File: src/rtl/idle_pdn_pkg.sv
// Package: shared widths, bit positions and field type for the idle power-down
// controller. Bit positions are visible to host software and must not move.
package idle_pdn_pkg;
    localparam int unsigned MODE_W        = 8;
    localparam int unsigned BIT_AUTO_PDN  = 1;
    localparam int unsigned BIT_TURBO_OFF = 3;
    localparam int unsigned BIT_ARRAY_OFF = 4;
    localparam int unsigned BIT_MCELL_OFF = 5;
    localparam int unsigned N_GATES       = 3;

    localparam logic [MODE_W-1:0] MODE_MASK =
        MODE_W'((1 << BIT_AUTO_PDN) | (1 << BIT_TURBO_OFF) |
                (1 << BIT_ARRAY_OFF) | (1 << BIT_MCELL_OFF));

    typedef struct packed {
        logic auto_pdn;
        logic turbo_off;
        logic array_off;
        logic mcell_off;
    } mode_fields_t;
endpackage

File: src/rtl/pdn_mode_reg.sv
// Mode register. Holds the host-programmed mode byte with unused bits forced
// to zero. Assumes por_n is a synchronous active-low power-on reset; the
// system reset pulse is deliberately not an input here.
module pdn_mode_reg
    import idle_pdn_pkg::*;
(
    input  logic              clk,
    input  logic              por_n,
    input  logic              we,
    input  logic [MODE_W-1:0] wdata,
    output logic [MODE_W-1:0] mode_q,
    output mode_fields_t      fields
);
    // Store masked write data; only power-on clears the register.
    always_ff @(posedge clk) begin
        if (!por_n) begin
            mode_q <= '0;
        end else if (we) begin
            mode_q <= wdata & MODE_MASK;
        end
    end

    // Decode the named fields from the stored byte.
    always_comb begin
        fields.auto_pdn  = mode_q[BIT_AUTO_PDN];
        fields.turbo_off = mode_q[BIT_TURBO_OFF];
        fields.array_off = mode_q[BIT_ARRAY_OFF];
        fields.mcell_off = mode_q[BIT_MCELL_OFF];
    end
endmodule

File: src/rtl/pdn_idle_timer.sv
// Idle timer and power-down state. Counts rising edges with the strobe low
// while enabled and sets the power-down flag when the count reaches
// IDLE_CYCLES. Strobe activity, a cleared enable or either reset returns it
// to the active state. Assumes strobe is synchronous to clk.
module pdn_idle_timer #(
    parameter int unsigned IDLE_CYCLES = 15
) (
    input  logic clk,
    input  logic por_n,
    input  logic rst_n,
    input  logic enable,
    input  logic strobe,
    output logic pdn
);
    localparam int unsigned CNT_W = $clog2(IDLE_CYCLES + 1);
    localparam logic [CNT_W-1:0] LAST = CNT_W'(IDLE_CYCLES - 1);

    logic [CNT_W-1:0] idle_cnt;
    logic             pdn_q;

    // Advance the idle count and enter or leave power-down.
    always_ff @(posedge clk) begin
        if (!por_n || !rst_n) begin
            idle_cnt <= '0;
            pdn_q    <= 1'b0;
        end else if (!enable || strobe) begin
            idle_cnt <= '0;
            pdn_q    <= 1'b0;
        end else if (!pdn_q) begin
            if (idle_cnt == LAST) begin
                pdn_q <= 1'b1;
            end
            idle_cnt <= idle_cnt + 1'b1;
        end
    end

    assign pdn = pdn_q;
endmodule

File: src/rtl/pdn_gate_out.sv
// Registered gate controls. Each output is the inverse of its "off" bit,
// captured on the input clock so gating changes only at clock edges. Power-on
// sets every control to its active (1) level; the system reset does not
// touch them.
module pdn_gate_out
    import idle_pdn_pkg::*;
(
    input  logic               clk,
    input  logic               por_n,
    input  logic [N_GATES-1:0] off_bits,
    output logic [N_GATES-1:0] en_q
);
    for (genvar g = 0; g < N_GATES; g++) begin : g_gate
        logic q;
        // Capture one inverted control bit per clock.
        always_ff @(posedge clk) begin
            if (!por_n) begin
                q <= 1'b1;
            end else begin
                q <= ~off_bits[g];
            end
        end
        assign en_q[g] = q;
    end
endmodule

File: src/rtl/idle_pdn_ctrl.sv
// Top level of the idle power-down controller. Connects the mode register,
// the idle timer and the gate controls. All inputs are assumed synchronous to
// clk; both resets are synchronous and active low.
module idle_pdn_ctrl
    import idle_pdn_pkg::*;
#(
    parameter int unsigned IDLE_CYCLES = 15
) (
    input  logic              clk,
    input  logic              por_n,
    input  logic              rst_n,
    input  logic              reg_we,
    input  logic [MODE_W-1:0] reg_wdata,
    output logic [MODE_W-1:0] reg_rdata,
    input  logic              strobe,
    output logic              pdn,
    output logic              turbo_on,
    output logic              array_clk_en,
    output logic              mcell_clk_en
);
    mode_fields_t       fields;
    logic [N_GATES-1:0] off_bits;
    logic [N_GATES-1:0] gate_en;

    pdn_mode_reg u_reg (
        .clk    (clk),
        .por_n  (por_n),
        .we     (reg_we),
        .wdata  (reg_wdata),
        .mode_q (reg_rdata),
        .fields (fields)
    );

    pdn_idle_timer #(.IDLE_CYCLES(IDLE_CYCLES)) u_timer (
        .clk    (clk),
        .por_n  (por_n),
        .rst_n  (rst_n),
        .enable (fields.auto_pdn),
        .strobe (strobe),
        .pdn    (pdn)
    );

    // Order the off bits as turbo, array, macrocell for the gate bank.
    always_comb begin
        off_bits = {fields.mcell_off, fields.array_off, fields.turbo_off};
    end

    pdn_gate_out u_gates (
        .clk      (clk),
        .por_n    (por_n),
        .off_bits (off_bits),
        .en_q     (gate_en)
    );

    assign turbo_on     = gate_en[0];
    assign array_clk_en = gate_en[1];
    assign mcell_clk_en = gate_en[2];
endmodule

File: config.mk
export PLATFORM = sky130hd
export DESIGN_NAME = idle_pdn_ctrl
export DESIGN_NICKNAME = d
export VERILOG_FILES = /design/src/rtl/idle_pdn_pkg.sv /design/src/rtl/pdn_mode_reg.sv /design/src/rtl/pdn_idle_timer.sv /design/src/rtl/pdn_gate_out.sv /design/src/rtl/idle_pdn_ctrl.sv
export SDC_FILE = /design/constraint.sdc
export NUM_CORES = 1
export LEC_CHECK = 0
export BUFFER_PORTS_ARGS = -buffer_cell sky130_fd_sc_hd__buf_4
export CAP_MARGIN = 20
export CORE_AREA = 2 2 39 41
export CTS_CLUSTER_SIZE = 28
export DETAILED_ROUTE_END_ITERATION = 7
export DIE_AREA = 0 0 41 43
export GPL_ROUTABILITY_DRIVEN = 0
export PLACE_DENSITY = 0.7
export REMOVE_ABC_BUFFERS = 1
export SYNTH_ARGS = -nofsm -noshare
export SYNTH_HDL_FRONTEND = slang
export SYNTH_HIERARCHICAL = 1
export SYNTH_SLANG_ARGS = --single-unit
File: constraint.sdc
create_clock -name clk -period 2.5 [get_ports clk]
set_clock_uncertainty 0.15 [all_clocks]
set_input_delay 0.5 -clock clk [delete_from_list [all_inputs] [get_ports clk]]
set_output_delay 0.5 -clock clk [all_outputs]
set_load 0.02 [all_outputs]
After elaboration in Yosys (flattened, before gate mapping)

Index checks and enable logic that the tools add are counted.

Output and inout bits: 12
Word-level logic and storage cells: 19
Input bits: 13
Register bits after elaboration: 12

Bitwise logic cells: 3
$add $sub $neg: 1
Eq/ne operators: 1
Reduce and logical (&&, ||, !) cells: 6
Mux-type cells: 2

Operators with widths:

| operator                                                       | number |
|---|---|
| 4-bit by 1-bit adder with 4-bit output (second input constant) | 1 |
| 4-bit == test (second input constant)                          | 1 |
| 1-bit zero test                                                | 3 |
| 1-bit NOT                                                      | 3 |
| 1-bit logical OR                                               | 2 |
| 1-bit 2-to-1 mux                                               | 2 |
| 2-bit OR reduction                                             | 1 |

Depth between registers and ports, before layout

Word-level depth: 3
Depth in mapped cells: 5
Depth with buffers taken out: 5

By module

Netlist, hierarchy kept.

By module, submodules not included:

| module         | instances | cells an instance | sequential area each (µm²) | area an instance (µm²) |
|---|---|---|---|---|
| pdn_mode_reg   | 1         | 22                | 80.1                       | 220.2 |
| pdn_idle_timer | 1         | 22                | 100.1                      | 212.7 |
| pdn_gate_out   | 1         | 9                 | 60.1                       | 93.8 |

Worst setup path before layout

Ideal clock, no wire load.

Path kind: reg-to-output
Start: register u_timer.pdn_q (netlist: u_timer/pdn)
End: output pdn
Required time: 1.850 ns
Setup slack: 1.354 ns
Buffers on the path: 0
Arrival time: 0.496 ns
Stages on the path, launching flop included: 1
Cell sequence: dfxtp_1

RTL lines:

| element                | RTL line             | source |
|---|---|---|
| start, declared        | pdn_idle_timer.sv:19 | `logic pdn_q;` |
| start signal, assigned | pdn_idle_timer.sv:25 | `pdn_q <= 1'b0;` |
| start signal, assigned | pdn_idle_timer.sv:28 | `pdn_q <= 1'b0;` |
| start signal, assigned | pdn_idle_timer.sv:31 | `pdn_q <= 1'b1;` |
| end, declared          | idle_pdn_ctrl.sv:16  | `output logic pdn,` |

No word-level cell between the ends.

Worst setup path after layout

Start: register u_timer.pdn_q (netlist: u_timer/pdn)
End: output pdn

No word-level cell between the ends.

==> run summary <==
• Setup crit end: pdn
• number of logic stages on the critical path including buffering: 1
• share of cells above drive strength 1: 31.25%
• crit start category: flip-flop
• start of the worst register-to-register path: u_timer/idle_cnt[0]
• crit-path max cell delay: 0.45 ns
• via count of the routed design: 333
• worst IR drop on VDD: 402.9 uV
• net count of the finished layout: 80
• root buf cell: sky130_fd_sc_hd__clkbuf_4
• wire length of the first global-routing pass: 1.269 mm
• kind of cell with the highest combined delay on the critical path: flip-flops
• antenna violations before repair: 0
• Switching Share: 21.38%
• Post-Route Hold Slack: 0.2453 ns
• standard-cell rows: 14
• TritonCTS clock tree: built
• number of sinks on the clock net: 12
• clock latency on the worst-skew pair: 0.26 ns
• Avg Cell Area, Syn: 9.939 um2
• Place WS: 1.220 ns
• Hold Buf Count CTS: 0
• Tot Pwr: 388.7 uW
• DR pass1 iterations: 2
• Antenna Diode Count: 0
• y dimension of the die: 43 um
• class of the worst hold path: reg -> reg
• beginning of the critical path: u_timer/pdn
• period utilisation layout: 61.80%
• cell type of the slowest stage on the worst timing path: sky130_fd_sc_hd__dfxtp_1
• combinational cell fraction of total power: 10.8%
• Synth Warn #: 6
• Filler Cell Count: 151
• total setup violations reported at the end of the flow: 0
• run status: completed
• number of synthesized register bits: 12
• Die W: 41 um
• fin. max-slew vios: 0
• post-synth top area share: 45.61%
• Max FO, Critical Path: 7
• iteration-0 DRC count of the detailed router: 3
• Final Hold Vio Count: 0
• Sw Pwr: 83.11 uW
• final core area utilization: 44.85%
• flip-flop and latch area: 240.2 um2
• gate count after technology mapping: 53
• number of levels in the clock H-tree: 1
• Crit path arrival time: 0.89 ns
• top cell type by total area after synthesis: sky130_fd_sc_hd__dfxtp_1
• Die Area: 1763 um2
• min cycle time layout: 1.545 ns
• total buffers and inverters traversed by the critical path: 1
• required time at the worst-slack endpoint: 1.85 ns
• power share of the clock group: 37.6%
• Leakage Power: 0.0002886 uW
• via count of the first global-routing pass: 321
• pin count of the biggest net entering global routing: 9
• Placeable Area: 1384 um2
• post-DP HPWL: 631.2 um
• final worst-path setup slack: 0.9551 ns
• start-to-end type of the worst setup path: reg -> out
• overall fraction of global-route tracks in use: 10.91%
• commonest non-fill, non-tap cell in the layout: sky130_fd_sc_hd__buf_4
• Fmax achieved: 647.3 MHz
• Detail Route Antenna Nets: 0
• register clock-pin slew on the reported worst setup and hold paths: 0.07 ns
• max capacitance violation total: 0
• part of the power in registers: 51.6%
• Vias/cell: 4.163
• total global routing overflow: 0
• post-DR wirelength/cell: 10.05 um
• cell count of the worst reg-to-reg path: 5
• commonest cells after routing, fill and taps aside: sky130_fd_sc_hd__buf_4 (16), sky130_fd_sc_hd__dfxtp_1 (12), sky130_fd_sc_hd__nor2_1 (6), sky130_fd_sc_hd__nor2b_1 (5)
• total of buffers placed on input and output ports: 16
• combined area of all synthesized cells: 526.8 um2
• Area Overhead vs Synth: 17.81%
• type of destination of the critical path: output pin
• power density over the cells: 626.3 nW/um2
• endpoint of the most critical register-to-register path: u_timer/idle_cnt[1]
• buffer depth of the longest clock path: 2
• sequence of cells on the critical path: buf_4
• setup repair after global routing missed its margin: no
• leading post-synthesis cells by cell area: sky130_fd_sc_hd__dfxtp_1 (46%), sky130_fd_sc_hd__buf_4 (16%), sky130_fd_sc_hd__mux2i_1 (7.6%)
• final sum of negative setup slack: 0 ns
• total wire length after detailed routing: 804 um
• count of cells resized by post-cts repair: 0
• internal cell power: 305.6 uW
• effective utilization at floorplan: 38.07%
• Synth cell types: 15
• slack of the worst reg-to-reg path: 1.30 ns
• proportion of synthesized chip area in sequential cells: 45.61%
• setup bufs post-CTS: 0
• count of boundary I/O pins: 25
• Multi-input gate area: 200.2 um2
• number of CTS-inserted buffers: 3
• Residual DRC: 0
-- area by class of cell --
type | count | share of cell area, %
flip-flops and latches | 12 | 38.71
multi-input cells | 31 | 32.26
repair buffers | 16 | 19.35
clock buffers | 4 | 5.847
well taps | 16 | 3.226
inverters | 1 | 0.6048
-- power by group through the flow --
stage	logic (uW)	clock network, uW	registers (uW)
2_1_floorplan	13.2	0	212
3_3_place_gp	41.5	0	205
3_5_place_dp	42.0	0	205
4_1_cts	42.1	153	200
5_1_grt	45.3	160	201
6_report	42.1	146	200
-- cell families (layout without fill, tap and decap cells) --
kind of cell / after synthesis / after routing / synth area share [%]
simple gates: 16 / 16 / 15.68
buf+inv: 13 / 21 / 18.53
flops: 12 / 12 / 45.61
mux: 4 / 4 / 7.601
xor+xnor: 3 / 3 / 4.989
fa+ha+maj: 2 / 2 / 4.750
compound gates: 2 / 2 / 2.138
other cells: 1 / 4 / 0.7119
-- cell usage after synthesis --
cell type                  number
sky130_fd_sc_hd__a21oi_1        1
sky130_fd_sc_hd__dfxtp_1       12
sky130_fd_sc_hd__nor2b_1        5
sky130_fd_sc_hd__nor2_1         6
sky130_fd_sc_hd__nand4b_1       2
sky130_fd_sc_hd__inv_1          1
sky130_fd_sc_hd__buf_6          1
sky130_fd_sc_hd__a31oi_1        1
sky130_fd_sc_hd__xor2_1         2
sky130_fd_sc_hd__nand2_1        3
sky130_fd_sc_hd__xnor2_1        1
sky130_fd_sc_hd__buf_4         11
sky130_fd_sc_hd__conb_1         1
sky130_fd_sc_hd__ha_1           2
sky130_fd_sc_hd__mux2i_1        4
-- metrics by stage --
stage,cells,area [um2]
after global placement,76,584.3
after floorplan,44,444.2
after CTS,80,620.6
final,80,620.6
after global routing,80,620.6
after detailed placement,76,584.3
-- worst min path at each step --
| stage | endpoint | slack (ns) | from | depth (start not counted) |
|---|---|---|---|---|
| global placement | u_gates/g_gate[2].q | 0.23 | u_reg/mode_q[5] | 1 |
| floorplan | u_gates/g_gate[1].q | 0.31 | u_reg/mode_q[4] | 1 |
| global route | u_gates/g_gate[2].q | 0.26 | u_reg/mode_q[5] | 1 |
| finish | u_gates/g_gate[2].q | 0.25 | u_reg/mode_q[5] | 1 |
| detailed placement | u_gates/g_gate[2].q | 0.24 | u_reg/mode_q[5] | 1 |
| CTS | u_gates/g_gate[2].q | 0.25 | u_reg/mode_q[5] | 1 |
-- metal layers --
metal / wire [um] / share of wire, % / global-route usage (%)
met5: 0 / 0 / 0
met4: 0 / 0 / 2.000
met3: 33 / 4.1 / 7.853
met2: 416 / 52 / 16.88
met1: 354 / 44 / 11.80
-- flip-flops by register name, indices dropped and copies added, names as in the netlist --
| register | count |
|---|---|
| u_timer/pdn | 1 |
| u_timer/idle_cnt | 4 |
| u_reg/mode_q | 4 |
| u_gates/g_gate.q | 3 |
Note: power is estimated with default switching activity, not from simulation.
